## src/rtl/lcdmx_pkg.sv

```systemverilog
package lcdmx_pkg;

    localparam int MAX_ROWS = 4;
    localparam int PHASE_W  = $clog2(MAX_ROWS);

    typedef enum logic [1:0] {
        LV_VSS      = 2'd0,
        LV_THIRD    = 2'd1,
        LV_TWOTHIRD = 2'd2,
        LV_VDD      = 2'd3
    } lvl_e;

    typedef enum logic [1:0] {
        MX_1 = 2'd0,
        MX_2 = 2'd1,
        MX_3 = 2'd2,
        MX_4 = 2'd3
    } mux_e;

    typedef struct packed {
        logic               pol;
        logic [PHASE_W-1:0] phase;
    } tstate_t;

    function automatic int rows_of(input mux_e m);
        return int'(m) + 1;
    endfunction

    function automatic int slot_len(input mux_e m, input int div);
        case (m)
            MX_1:    return div;
            MX_2:    return div / 2;
            MX_3:    return div / 3;
            default: return div / 4;
        endcase
    endfunction

    // which row waveform a given backplane pin carries
    function automatic int bp_row(input mux_e m, input int k);
        case (m)
            MX_1:    return 0;
            MX_2:    return k % 2;
            MX_3:    return (k == 3) ? 1 : k;
            default: return k;
        endcase
    endfunction

    function automatic lvl_e bp_level(input mux_e m, input logic sel, input logic pol);
        if (m == MX_1) return pol ? LV_VDD : LV_VSS;
        if (sel)       return pol ? LV_VSS : LV_VDD;
        return pol ? LV_TWOTHIRD : LV_THIRD;
    endfunction

    function automatic lvl_e seg_level(input mux_e m, input logic on, input logic pol);
        if (m == MX_1) return (on ^ pol) ? LV_VDD : LV_VSS;
        if (on)        return pol ? LV_VDD : LV_VSS;
        return pol ? LV_THIRD : LV_TWOTHIRD;
    endfunction

endpackage

```

## src/rtl/lcdmx_frame_timer.sv

```systemverilog
module lcdmx_frame_timer
    import lcdmx_pkg::*;
#(
    parameter int FRAME_DIV = 24
) (
    input  logic    clk,
    input  logic    rst,
    input  mux_e    mux,
    input  logic    sync_in,
    output tstate_t tm,
    output logic    load_en,
    output logic    sync_out
);
    localparam int CW = $clog2(FRAME_DIV);

    logic [CW-1:0] slot_cnt;
    logic          sync_q;
    logic          sync_rise;
    logic          last_slot;
    logic          last_phase;
    logic          frame_end;

    always_comb begin
        sync_rise  = sync_in & ~sync_q;
        last_slot  = int'(slot_cnt) >= slot_len(mux, FRAME_DIV) - 1;
        last_phase = int'(tm.phase) >= rows_of(mux) - 1;
        frame_end  = last_slot & last_phase;
        load_en    = frame_end & ~sync_rise;
        sync_out   = (slot_cnt == '0) && (tm.phase == '0) && !tm.pol;
    end

    always_ff @(posedge clk) begin
        if (rst) begin
            slot_cnt <= '0;
            tm       <= '0;
            sync_q   <= 1'b0;
        end else begin
            sync_q <= sync_in;
            if (sync_rise) begin
                slot_cnt <= CW'(1);
                tm       <= '0;
            end else if (last_slot) begin
                slot_cnt <= '0;
                if (last_phase) begin
                    tm.phase <= '0;
                    tm.pol   <= ~tm.pol;
                end else begin
                    tm.phase <= tm.phase + 1'b1;
                end
            end else begin
                slot_cnt <= slot_cnt + 1'b1;
            end
        end
    end


    pol_flip_chk: assert property (@(posedge clk) disable iff (rst)
        (frame_end && !sync_rise) |=> (tm.pol != $past(tm.pol)));


    pol_hold_chk: assert property (@(posedge clk) disable iff (rst)
        (!frame_end && !sync_rise) |=> $stable(tm.pol));


    sync_align_chk: assert property (@(posedge clk) disable iff (rst)
        sync_rise |=> (slot_cnt == CW'(1) && tm.phase == '0 && !tm.pol));

endmodule

```

## src/rtl/lcdmx_disp_latch.sv

```systemverilog
module lcdmx_disp_latch
    import lcdmx_pkg::*;
#(
    parameter int NUM_SEG = 32
) (
    input  logic                               clk,
    input  logic                               rst,
    input  logic                               load_en,
    input  logic [MAX_ROWS-1:0][NUM_SEG-1:0]   shadow,
    output logic [MAX_ROWS-1:0][NUM_SEG-1:0]   act
);
    always_ff @(posedge clk) begin
        if (rst)          act <= '0;
        else if (load_en) act <= shadow;
    end


    act_hold_chk: assert property (@(posedge clk) disable iff (rst)
        !load_en |=> $stable(act));

endmodule

```

## src/rtl/lcdmx_bp_drive.sv

```systemverilog
module lcdmx_bp_drive
    import lcdmx_pkg::*;
#(
    parameter int NUM_BP = MAX_ROWS
) (
    input  logic              clk,
    input  logic              rst,
    input  mux_e              mux,
    input  tstate_t           tm,
    output lvl_e [NUM_BP-1:0] bp
);
    logic [NUM_BP-1:0] extreme;

    for (genvar k = 0; k < NUM_BP; k++) begin : g_bp
        logic sel;
        always_comb begin
            sel       = (PHASE_W'(bp_row(mux, k)) == tm.phase);
            bp[k]     = bp_level(mux, sel, tm.pol);
            extreme[k] = (bp[k] == LV_VSS) || (bp[k] == LV_VDD);
        end
    end


    triplex_pair_chk: assert property (@(posedge clk) disable iff (rst)
        (mux == MX_3) |-> (bp[3] == bp[1]));


    duplex_pair_chk: assert property (@(posedge clk) disable iff (rst)
        (mux == MX_2) |-> (bp[2] == bp[0] && bp[3] == bp[1]));


    quad_one_sel_chk: assert property (@(posedge clk) disable iff (rst)
        (mux == MX_4) |-> ($countones(extreme) == 1));

endmodule

```

## src/rtl/lcdmx_seg_drive.sv

```systemverilog
module lcdmx_seg_drive
    import lcdmx_pkg::*;
#(
    parameter int NUM_SEG = 32
) (
    input  mux_e                             mux,
    input  tstate_t                          tm,
    input  logic [MAX_ROWS-1:0][NUM_SEG-1:0] act,
    output lvl_e [NUM_SEG-1:0]               seg
);
    logic [NUM_SEG-1:0] row_bits;

    always_comb row_bits = act[tm.phase];

    for (genvar s = 0; s < NUM_SEG; s++) begin : g_seg
        always_comb seg[s] = seg_level(mux, row_bits[s], tm.pol);
    end

endmodule

```

## src/rtl/lcdmx_top.sv

```systemverilog
module lcdmx_top
    import lcdmx_pkg::*;
#(
    parameter int NUM_SEG   = 32,
    parameter int FRAME_DIV = 24
) (
    input  logic                            clk,
    input  logic                            rst,
    input  logic [1:0]                      mode,
    input  logic [MAX_ROWS*NUM_SEG-1:0]     shadow_data,
    input  logic                            sync_in,
    output logic                            sync_out,
    output logic [2*MAX_ROWS-1:0]           bp_lvl,
    output logic [2*NUM_SEG-1:0]            seg_lvl
);
    mux_e                             mux;
    tstate_t                          tm;
    logic                             load_en;
    logic [MAX_ROWS-1:0][NUM_SEG-1:0] shadow_2d;
    logic [MAX_ROWS-1:0][NUM_SEG-1:0] act;
    lvl_e [MAX_ROWS-1:0]              bp;
    lvl_e [NUM_SEG-1:0]               seg;

    always_comb begin
        mux       = mux_e'(mode);
        shadow_2d = shadow_data;
        bp_lvl    = bp;
        seg_lvl   = seg;
    end

    lcdmx_frame_timer #(.FRAME_DIV(FRAME_DIV)) u_timer (
        .clk      (clk),
        .rst      (rst),
        .mux      (mux),
        .sync_in  (sync_in),
        .tm       (tm),
        .load_en  (load_en),
        .sync_out (sync_out)
    );

    lcdmx_disp_latch #(.NUM_SEG(NUM_SEG)) u_latch (
        .clk     (clk),
        .rst     (rst),
        .load_en (load_en),
        .shadow  (shadow_2d),
        .act     (act)
    );

    lcdmx_bp_drive #(.NUM_BP(MAX_ROWS)) u_bp (
        .clk (clk),
        .rst (rst),
        .mux (mux),
        .tm  (tm),
        .bp  (bp)
    );

    lcdmx_seg_drive #(.NUM_SEG(NUM_SEG)) u_seg (
        .mux (mux),
        .tm  (tm),
        .act (act),
        .seg (seg)
    );

endmodule

```

## config.mk

```make
export PLATFORM = sky130hd
export DESIGN_NAME = lcdmx_top
export DESIGN_NICKNAME = d
export VERILOG_FILES = /design/src/rtl/lcdmx_pkg.sv /design/src/rtl/lcdmx_frame_timer.sv /design/src/rtl/lcdmx_disp_latch.sv /design/src/rtl/lcdmx_bp_drive.sv /design/src/rtl/lcdmx_seg_drive.sv /design/src/rtl/lcdmx_top.sv
export SDC_FILE = /design/constraint.sdc
export NUM_CORES = 1
export LEC_CHECK = 0
export BUFFER_PORTS_ARGS = -buffer_cell sky130_fd_sc_hd__buf_4
export CORE_MARGIN = 3
export CORE_UTILIZATION = 57
export DETAILED_ROUTE_END_ITERATION = 16
export PLACE_DENSITY = 0.95
export REMOVE_ABC_BUFFERS = 1
export SETUP_SLACK_MARGIN = 0.1
export SYNTH_ARGS = -nofsm -noshare
export SYNTH_HDL_FRONTEND = slang
export SYNTH_SLANG_ARGS = --single-unit
```

## constraint.sdc

```tcl
create_clock -name clk -period 4.57 [get_ports clk]
set_input_delay 0 -clock clk [delete_from_list [all_inputs] [get_ports clk]]
set_output_delay 0 -clock clk [all_outputs]
set_load 0.01 [all_outputs]
```

After elaboration in Yosys (flattened, before gate mapping)
Index checks and enable logic that the tools add are counted.
Cells by class
  $add $sub $neg: 5
  magnitude comparators: 3
  eq/ne operators: 5
  multiplexer cells: 259
  bitwise gates (word level): 38
  reductions and logical operators: 11
Operator list (number)
  $mux 2: 179
  $mux 1: 76
  $bmux 32 s2: 1
  $ge 3x32->1: 1
  $ge 6x32->1: 1
  $mux 32: 1
  $sub 32x2->32 const B: 1
  $xor 1x1->1: 32
  $pmux 5 s3: 1
  $reduce_or 2->1: 3
  $sub 5x1->6 const B: 1
  $add 5x1->5 const B: 1
  $logic_not 5->1: 1
  $eq 2x2->1: 2
  $logic_not 2->1: 2
  $pmux 2 s2: 1
  $add 2x1->3 const B: 1
  $and 1x1->1: 3
  $lt 2x3->1 const B: 1
  $not 1->1: 3
  $reduce_or 3->1: 1
  $add 2x1->2 const B: 1
  $eq 1x2->1: 1
  $eq 2x1->1 const B: 1
  other kinds (4): 5
Word-level totals
  register bits after elaboration: 137
  output and inout bits: 73

Longest topological paths before layout
  word-level depth: 8
  depth in mapped cells: 11
  mapped depth without buffers: 8

Hierarchy
From an unflattened synthesis, not the netlist that was laid out.
Unflattened totals
  cells, all modules: 643
  area, all modules: 6940.4 um^2
By module, submodules not included
  lcdmx_disp_latch: times used 1, cells each 412, area an instance 4652.0 um^2
  lcdmx_seg_drive: times used 1, cells each 147, area an instance 1569.0 um^2
  lcdmx_frame_timer: times used 1, cells each 62, area an instance 569.3 um^2
  lcdmx_bp_drive: times used 1, cells each 22, area an instance 150.1 um^2

Worst setup path before layout
Ideal clock, no wire load.
  kind: reg2reg
  start point: register u_timer.tm[0] (netlist name)
  end point: register u_latch.act[100] (netlist name)
  library setup time: 0.118 ns
  arrival time: 2.218 ns
  data required time: 4.452 ns
  path slack: 2.234 ns
  stages on the path, launching flop included: 11
  path buffers: 4
  clock period less this slack: 2.336 ns
  cell sequence: dfxtp_1 > buf_2 > buf_1 > inv_1 > ha_1 > nand2b_1 > a21oi_1 > a211oi_4 > buf_12 > buf_12 > mux2i_1
Between the ends
  longest elaborated chain between the ends: 3
RTL lines
  $ge 3x32->1: line lcdmx_frame_timer.sv:26  | last_phase = int'(tm.phase) >= rows_of(mux) - 1;
  $and 1x1->1: line lcdmx_frame_timer.sv:27  | frame_end = last_slot & last_phase;
  $and 1x1->1: line lcdmx_frame_timer.sv:28  | load_en = frame_end & ~sync_rise;
  end signal: assignment: line lcdmx_disp_latch.sv:14  | else if (load_en) act <= shadow;
  end: declaration: line lcdmx_disp_latch.sv:10  | output logic [MAX_ROWS-1:0][NUM_SEG-1:0] act
No other way between the ends.
A chain may end at the register's enable or synchronous reset.

Worst setup path in the final report
  start point: input mode[1]
  end point: output seg_lvl[55]
Between the ends
  longest elaborated chain between the ends: 3
RTL lines
  start: declaration: line lcdmx_top.sv:9  | input logic [1:0] mode,
  $logic_not 2->1: line lcdmx_pkg.sv:55  | if (m == MX_1) return (on ^ pol) ? LV_VDD : LV_VSS;
  $mux 1: line lcdmx_pkg.sv:55
  $mux 2: line lcdmx_pkg.sv:56  | if (on) return pol ? LV_VDD : LV_VSS;
  end: declaration: line lcdmx_top.sv:14  | output logic [2*NUM_SEG-1:0] seg_lvl
No other way between the ends.

==> flow_results.xml <==
<?xml version="1.0" encoding="UTF-8"?>
<metrics>
  <group name="timing">
    <metric name="final_critical_path_setup_slack" unit="ps">1910</metric>
    <metric name="final_critical_path_required_period" unit="ps">2660</metric>
    <metric name="clock.fmax" unit="GHz">0.377</metric>
    <metric name="setup_viol_count_final" unit="">0</metric>
    <metric name="fin_worst_skew" unit="ps">7.34</metric>
    <metric name="finalHoldViolCount" unit="">0</metric>
    <metric name="worst_rel_slew_slack" unit="%">25.5</metric>
    <metric name="period_share" unit="%">58.1</metric>
    <metric name="drv_slew" unit="">0</metric>
    <metric name="hold-worst-slack" unit="ps">314</metric>
    <metric name="setup_repair_after_global_routing_missed_its_margin" unit="">false</metric>
    <metric name="timing_worst_slew_pin_value" unit="ps">1120</metric>
  </group>
  <group name="logic_synthesis">
    <metric name="post_synthesis_xor_xnor_area_fraction" unit="%">8.24</metric>
    <metric name="avgSynthCellArea" unit="µm²">10.2</metric>
    <metric name="synth.mux.area_fraction" unit="%">24.9</metric>
    <metric name="yosys.area_share.simple" unit="%">23.0</metric>
    <metric name="synth_cells" unit="">791</metric>
    <metric name="synth_top_family_by_area" unit="">multiplexers</metric>
    <metric name="synth_compound_area_share" unit="%">1.08</metric>
    <metric name="syn_area" unit="µm²">8070</metric>
    <metric name="yosys.area_share.adder" unit="%">2.17</metric>
    <metric name="netlist-cell-type-count" unit="">30</metric>
    <metric name="synth-warning-count" unit="">0</metric>
    <metric name="ys_seq_area_share" unit="%">34.0</metric>
    <metric name="synth-seq-cells" unit="">137</metric>
  </group>
  <group name="min_path">
    <metric name="whs_path_depth" unit="">6</metric>
    <metric name="timing.hold.worst.class" unit="">input port to flop</metric>
    <metric name="min-delay-start" unit="">mode[0]</metric>
    <metric name="min_delay_worst_endpoint" unit="">u_timer.tm[0]</metric>
  </group>
  <group name="place">
    <metric name="instance_area_at_placement" unit="µm²">9440</metric>
    <metric name="gp_routability_congestion" unit="">0.786</metric>
    <metric name="hpwl" unit="µm">12000</metric>
    <metric name="place_ws" unit="ps">2030</metric>
    <metric name="portBuffers" unit="">205</metric>
  </group>
  <group name="grt">
    <metric name="antenna_found_initial" unit="">2</metric>
    <metric name="first_global_vias" unit="">7542</metric>
    <metric name="grt_overflow_total" unit="">0</metric>
    <metric name="gr-usage-all-layers" unit="%">30.5</metric>
    <metric name="grt_start_max_net_pins" unit="">160</metric>
    <metric name="grt_pass1_wl" unit="µm">38100</metric>
  </group>
  <group name="setup_path">
    <metric name="r2r-end" unit="">u_latch.act[99]</metric>
    <metric name="rr_startpoint" unit="">u_timer.slot_cnt[1]</metric>
    <metric name="start_kind" unit="">input port</metric>
    <metric name="worst_path_max_delay_cell" unit="">sky130_fd_sc_hd__ha_2</metric>
    <metric name="worst-r2r-cell-count" unit="">6</metric>
    <metric name="worstPathArrival" unit="ps">2660</metric>
    <metric name="crit_family" unit="">XOR/XNOR gates</metric>
    <metric name="worst-path-buf-inv" unit="">4</metric>
    <metric name="timing.critical_path.cells" unit="">buf_4, inv_1, ha_2, xor2_4, buf_4, xnor2_1, buf_4</metric>
    <metric name="critPathMaxStageDelay" unit="ps">870</metric>
    <metric name="cp_max_fo" unit="">39</metric>
    <metric name="crit_path_start" unit="">mode[1]</metric>
    <metric name="endpoint_kind" unit="">output pin</metric>
    <metric name="timing.critical_path.required" unit="ps">4570</metric>
    <metric name="timing_worst_setup_path_type" unit="">input port to output pin</metric>
    <metric name="timing.reg2reg.setup_slack" unit="ps">1990</metric>
    <metric name="crit_top_cell" unit="">sky130_fd_sc_hd__buf_4</metric>
  </group>
  <group name="power_and_ir_drop">
    <metric name="comb_power_share" unit="%">14.6</metric>
    <metric name="switching_share" unit="%">22.8</metric>
    <metric name="total_leakage_power" unit="nW">4.20</metric>
    <metric name="power_total" unit="mW">2.94</metric>
    <metric name="clockPowerShare" unit="%">44.2</metric>
    <metric name="power-per-cell-area" unit="nW/µm²">260</metric>
    <metric name="worst_ir_drop_vdd" unit="mV">0.229</metric>
    <metric name="p_seq_share" unit="%">41.2</metric>
    <metric name="internal_power" unit="mW">2.27</metric>
    <metric name="power.net_switching" unit="µW">671</metric>
  </group>
  <group name="outcome">
    <metric name="outcome" unit="">completed</metric>
  </group>
  <group name="routing">
    <metric name="route.vias.total" unit="">6745</metric>
    <metric name="post_drt_via_cell_ratio" unit="">5.29</metric>
    <metric name="drt_first_pass_iters" unit="">4</metric>
    <metric name="dr.first_iter.drc_count" unit="">410</metric>
    <metric name="drcViolationCount" unit="">0</metric>
    <metric name="finalWirelength" unit="µm">23900</metric>
    <metric name="postRouteAntennaNets" unit="">0</metric>
    <metric name="routedWlPerCell" unit="µm">18.7</metric>
  </group>
  <group name="die">
    <metric name="rows" unit="">42</metric>
    <metric name="start_util" unit="%">59.6</metric>
    <metric name="core_area" unit="µm²">13600</metric>
    <metric name="design.portCount" unit="">206</metric>
    <metric name="dieArea" unit="µm²">15600</metric>
    <metric name="die_height" unit="µm">125</metric>
    <metric name="die_w" unit="µm">125</metric>
  </group>
  <group name="cells_and_area">
    <metric name="share_of_cells_above_drive_strength_1" unit="%">25.3</metric>
    <metric name="final_net_count" unit="">1232</metric>
    <metric name="design_area" unit="µm²">11300</metric>
    <metric name="final_util" unit="%">83.2</metric>
    <metric name="layout_area_overhead" unit="%">39.7</metric>
    <metric name="fillCellCount" unit="">722</metric>
  </group>
  <group name="clock_tree">
    <metric name="clock-sinks" unit="">137</metric>
    <metric name="ctsResizeCount" unit="">0</metric>
    <metric name="clockBufferDepth" unit="">2</metric>
    <metric name="cts.root.buffer_cell" unit="">sky130_fd_sc_hd__clkbuf_16</metric>
    <metric name="cts.reportedPaths.clkPinSlew" unit="ps">50</metric>
    <metric name="clk-insertion-delay-late" unit="ps">430</metric>
    <metric name="htree_num_levels" unit="">4</metric>
    <metric name="tritoncts.num_buffers" unit="">17</metric>
    <metric name="clock_tree_from_tritoncts" unit="">built</metric>
  </group>
  <group name="run">
    <metric name="drv_cap" unit="">0</metric>
  </group>
</metrics>
## metal layers
| metal | global-route usage (%) | vias to the layer above | share of wire (%) |
|---|---|---|---|
| met3 | 6.87 | 80 | 5.5 |
| met1 | 32.9 | 3204 | 38 |
| li1 | - | 3181 | - |
| met4 | 16.8 | 0 | 3.9 |
| met2 | 55.0 | 280 | 53 |
| met5 | 0 | - | 0 |
## area by class of cell
| type | instances | area [µm²] | share of cell area, % |
|---|---|---|---|
| well taps | 176 | 220 | 1.95 |
| repair buffers | 342 | 2900 | 25.7 |
| clock buffers | 29 | 510 | 4.53 |
| clock inverters | 2 | 35.0 | 0.311 |
| flip-flops and latches | 137 | 2750 | 24.3 |
| inverters | 11 | 41.3 | 0.366 |
| multi-input cells | 576 | 4820 | 42.7 |
| diodes | 3 | 7.51 | 0.0665 |
## cell usage after synthesis, drive strengths merged
cell type / n / share of area (%)
a21oi: 6 / 0.37
nand2b: 257 / 20
nor2b: 3 / 0.23
and3: 1 / 0.078
nand3: 4 / 0.25
nor2: 3 / 0.14
a211oi: 1 / 0.25
xor2: 4 / 0.43
mux4: 32 / 8.9
clkbuf: 35 / 1.6
a31oi: 1 / 0.078
o22ai: 1 / 0.078
or2: 1 / 0.078
nand2: 34 / 1.6
o22a: 1 / 0.12
buf: 32 / 4.5
nor3: 7 / 0.43
xnor2: 72 / 7.8
ha: 14 / 2.2
nor4b: 1 / 0.11
or3: 2 / 0.15
o211ai: 2 / 0.19
inv: 11 / 0.51
mux2: 1 / 0.14
mux2i: 128 / 16
dfxtp: 137 / 34
## kinds of logic after synthesis
family	count (synthesis)
simple gates	313
mux	161
flops	137
buf+inv	78
xor+xnor	76
fa+ha+maj	14
compound gates	12
## cell usage in the layout, fill, tap and decap left out
cell type	Yosys	layout
sky130_fd_sc_hd__a211oi_4	1	1
sky130_fd_sc_hd__a21oi_1	6	6
sky130_fd_sc_hd__a31oi_1	1	1
sky130_fd_sc_hd__and3_1	1	1
sky130_fd_sc_hd__buf_12	12	1
sky130_fd_sc_hd__buf_4	3	212
sky130_fd_sc_hd__bufinv_16	0	1
sky130_fd_sc_hd__clkbuf_1	35	8
sky130_fd_sc_hd__clkbuf_16	0	17
sky130_fd_sc_hd__clkbuf_8	0	4
sky130_fd_sc_hd__clkinv_2	0	1
sky130_fd_sc_hd__dfxtp_1	137	134
sky130_fd_sc_hd__dfxtp_2	0	3
sky130_fd_sc_hd__diode_2	0	3
sky130_fd_sc_hd__dlygate4sd3_1	0	129
sky130_fd_sc_hd__ha_1	14	13
sky130_fd_sc_hd__ha_2	0	1
sky130_fd_sc_hd__inv_1	11	11
sky130_fd_sc_hd__mux2_2	1	1
sky130_fd_sc_hd__mux2i_1	128	128
sky130_fd_sc_hd__mux4_2	32	32
sky130_fd_sc_hd__nand2_1	34	34
sky130_fd_sc_hd__nand2b_1	257	257
sky130_fd_sc_hd__nand3_1	4	4
sky130_fd_sc_hd__nor2_1	3	3
sky130_fd_sc_hd__nor2b_1	3	3
sky130_fd_sc_hd__nor3_1	7	7
sky130_fd_sc_hd__nor4b_1	1	1
sky130_fd_sc_hd__o211ai_1	2	2
sky130_fd_sc_hd__o22a_2	1	1
sky130_fd_sc_hd__o22ai_1	1	1
sky130_fd_sc_hd__or2_2	1	1
sky130_fd_sc_hd__or3_1	2	2
sky130_fd_sc_hd__xnor2_1	72	72
sky130_fd_sc_hd__xor2_1	4	3
sky130_fd_sc_hd__xor2_4	0	1
## timing repair
item                      4_1_cts  5_1_grt
hold buffers                  129        0
hold endpoints to repair      129        0
buffers inserted                0        0
## worst reg2reg max path: stages, from the launching register on
cell,delay [ps]
sky130_fd_sc_hd__dfxtp_1,340
sky130_fd_sc_hd__ha_1,290
sky130_fd_sc_hd__a21oi_1,90
sky130_fd_sc_hd__or3_1,480
sky130_fd_sc_hd__a211oi_4,340
sky130_fd_sc_hd__buf_12,470
sky130_fd_sc_hd__mux2i_1,470
## power groups by stage
stage	registers, mW	clock network (mW)	logic, mW
2_1_floorplan	1.24	0	0.146
6_report	1.21	1.30	0.428
3_5_place_dp	1.24	0	0.322
5_1_grt	1.21	1.35	0.458
4_1_cts	1.21	1.30	0.413
3_3_place_gp	1.23	0	0.316
## sequential cells by signal, indices dropped and copies added (netlist names)
register          count
u_timer.sync_q        1
u_timer.slot_cnt      5
u_timer.tm            3
u_latch.act         128
## metrics by stage
stage	instances	setup TNS, ps
detailed placement	1113	0
global placement	1113	0
global route	1275	0
floorplan	724	-327780
finish	1276	0
CTS	1273	0
## how the worst max path moves through the flow
stage / to / slack (ps) / depth (start not counted)
after floorplan: u_latch.act[0] / -2560 / 6
after global placement: seg_lvl[47] / 2130 / 7
after detailed placement: seg_lvl[3] / 2030 / 7
after CTS: seg_lvl[3] / 2020 / 7
after global routing: seg_lvl[45] / 1770 / 7
final: seg_lvl[55] / 1910 / 7
No activity file was read; power rests on OpenSTA's default activity.
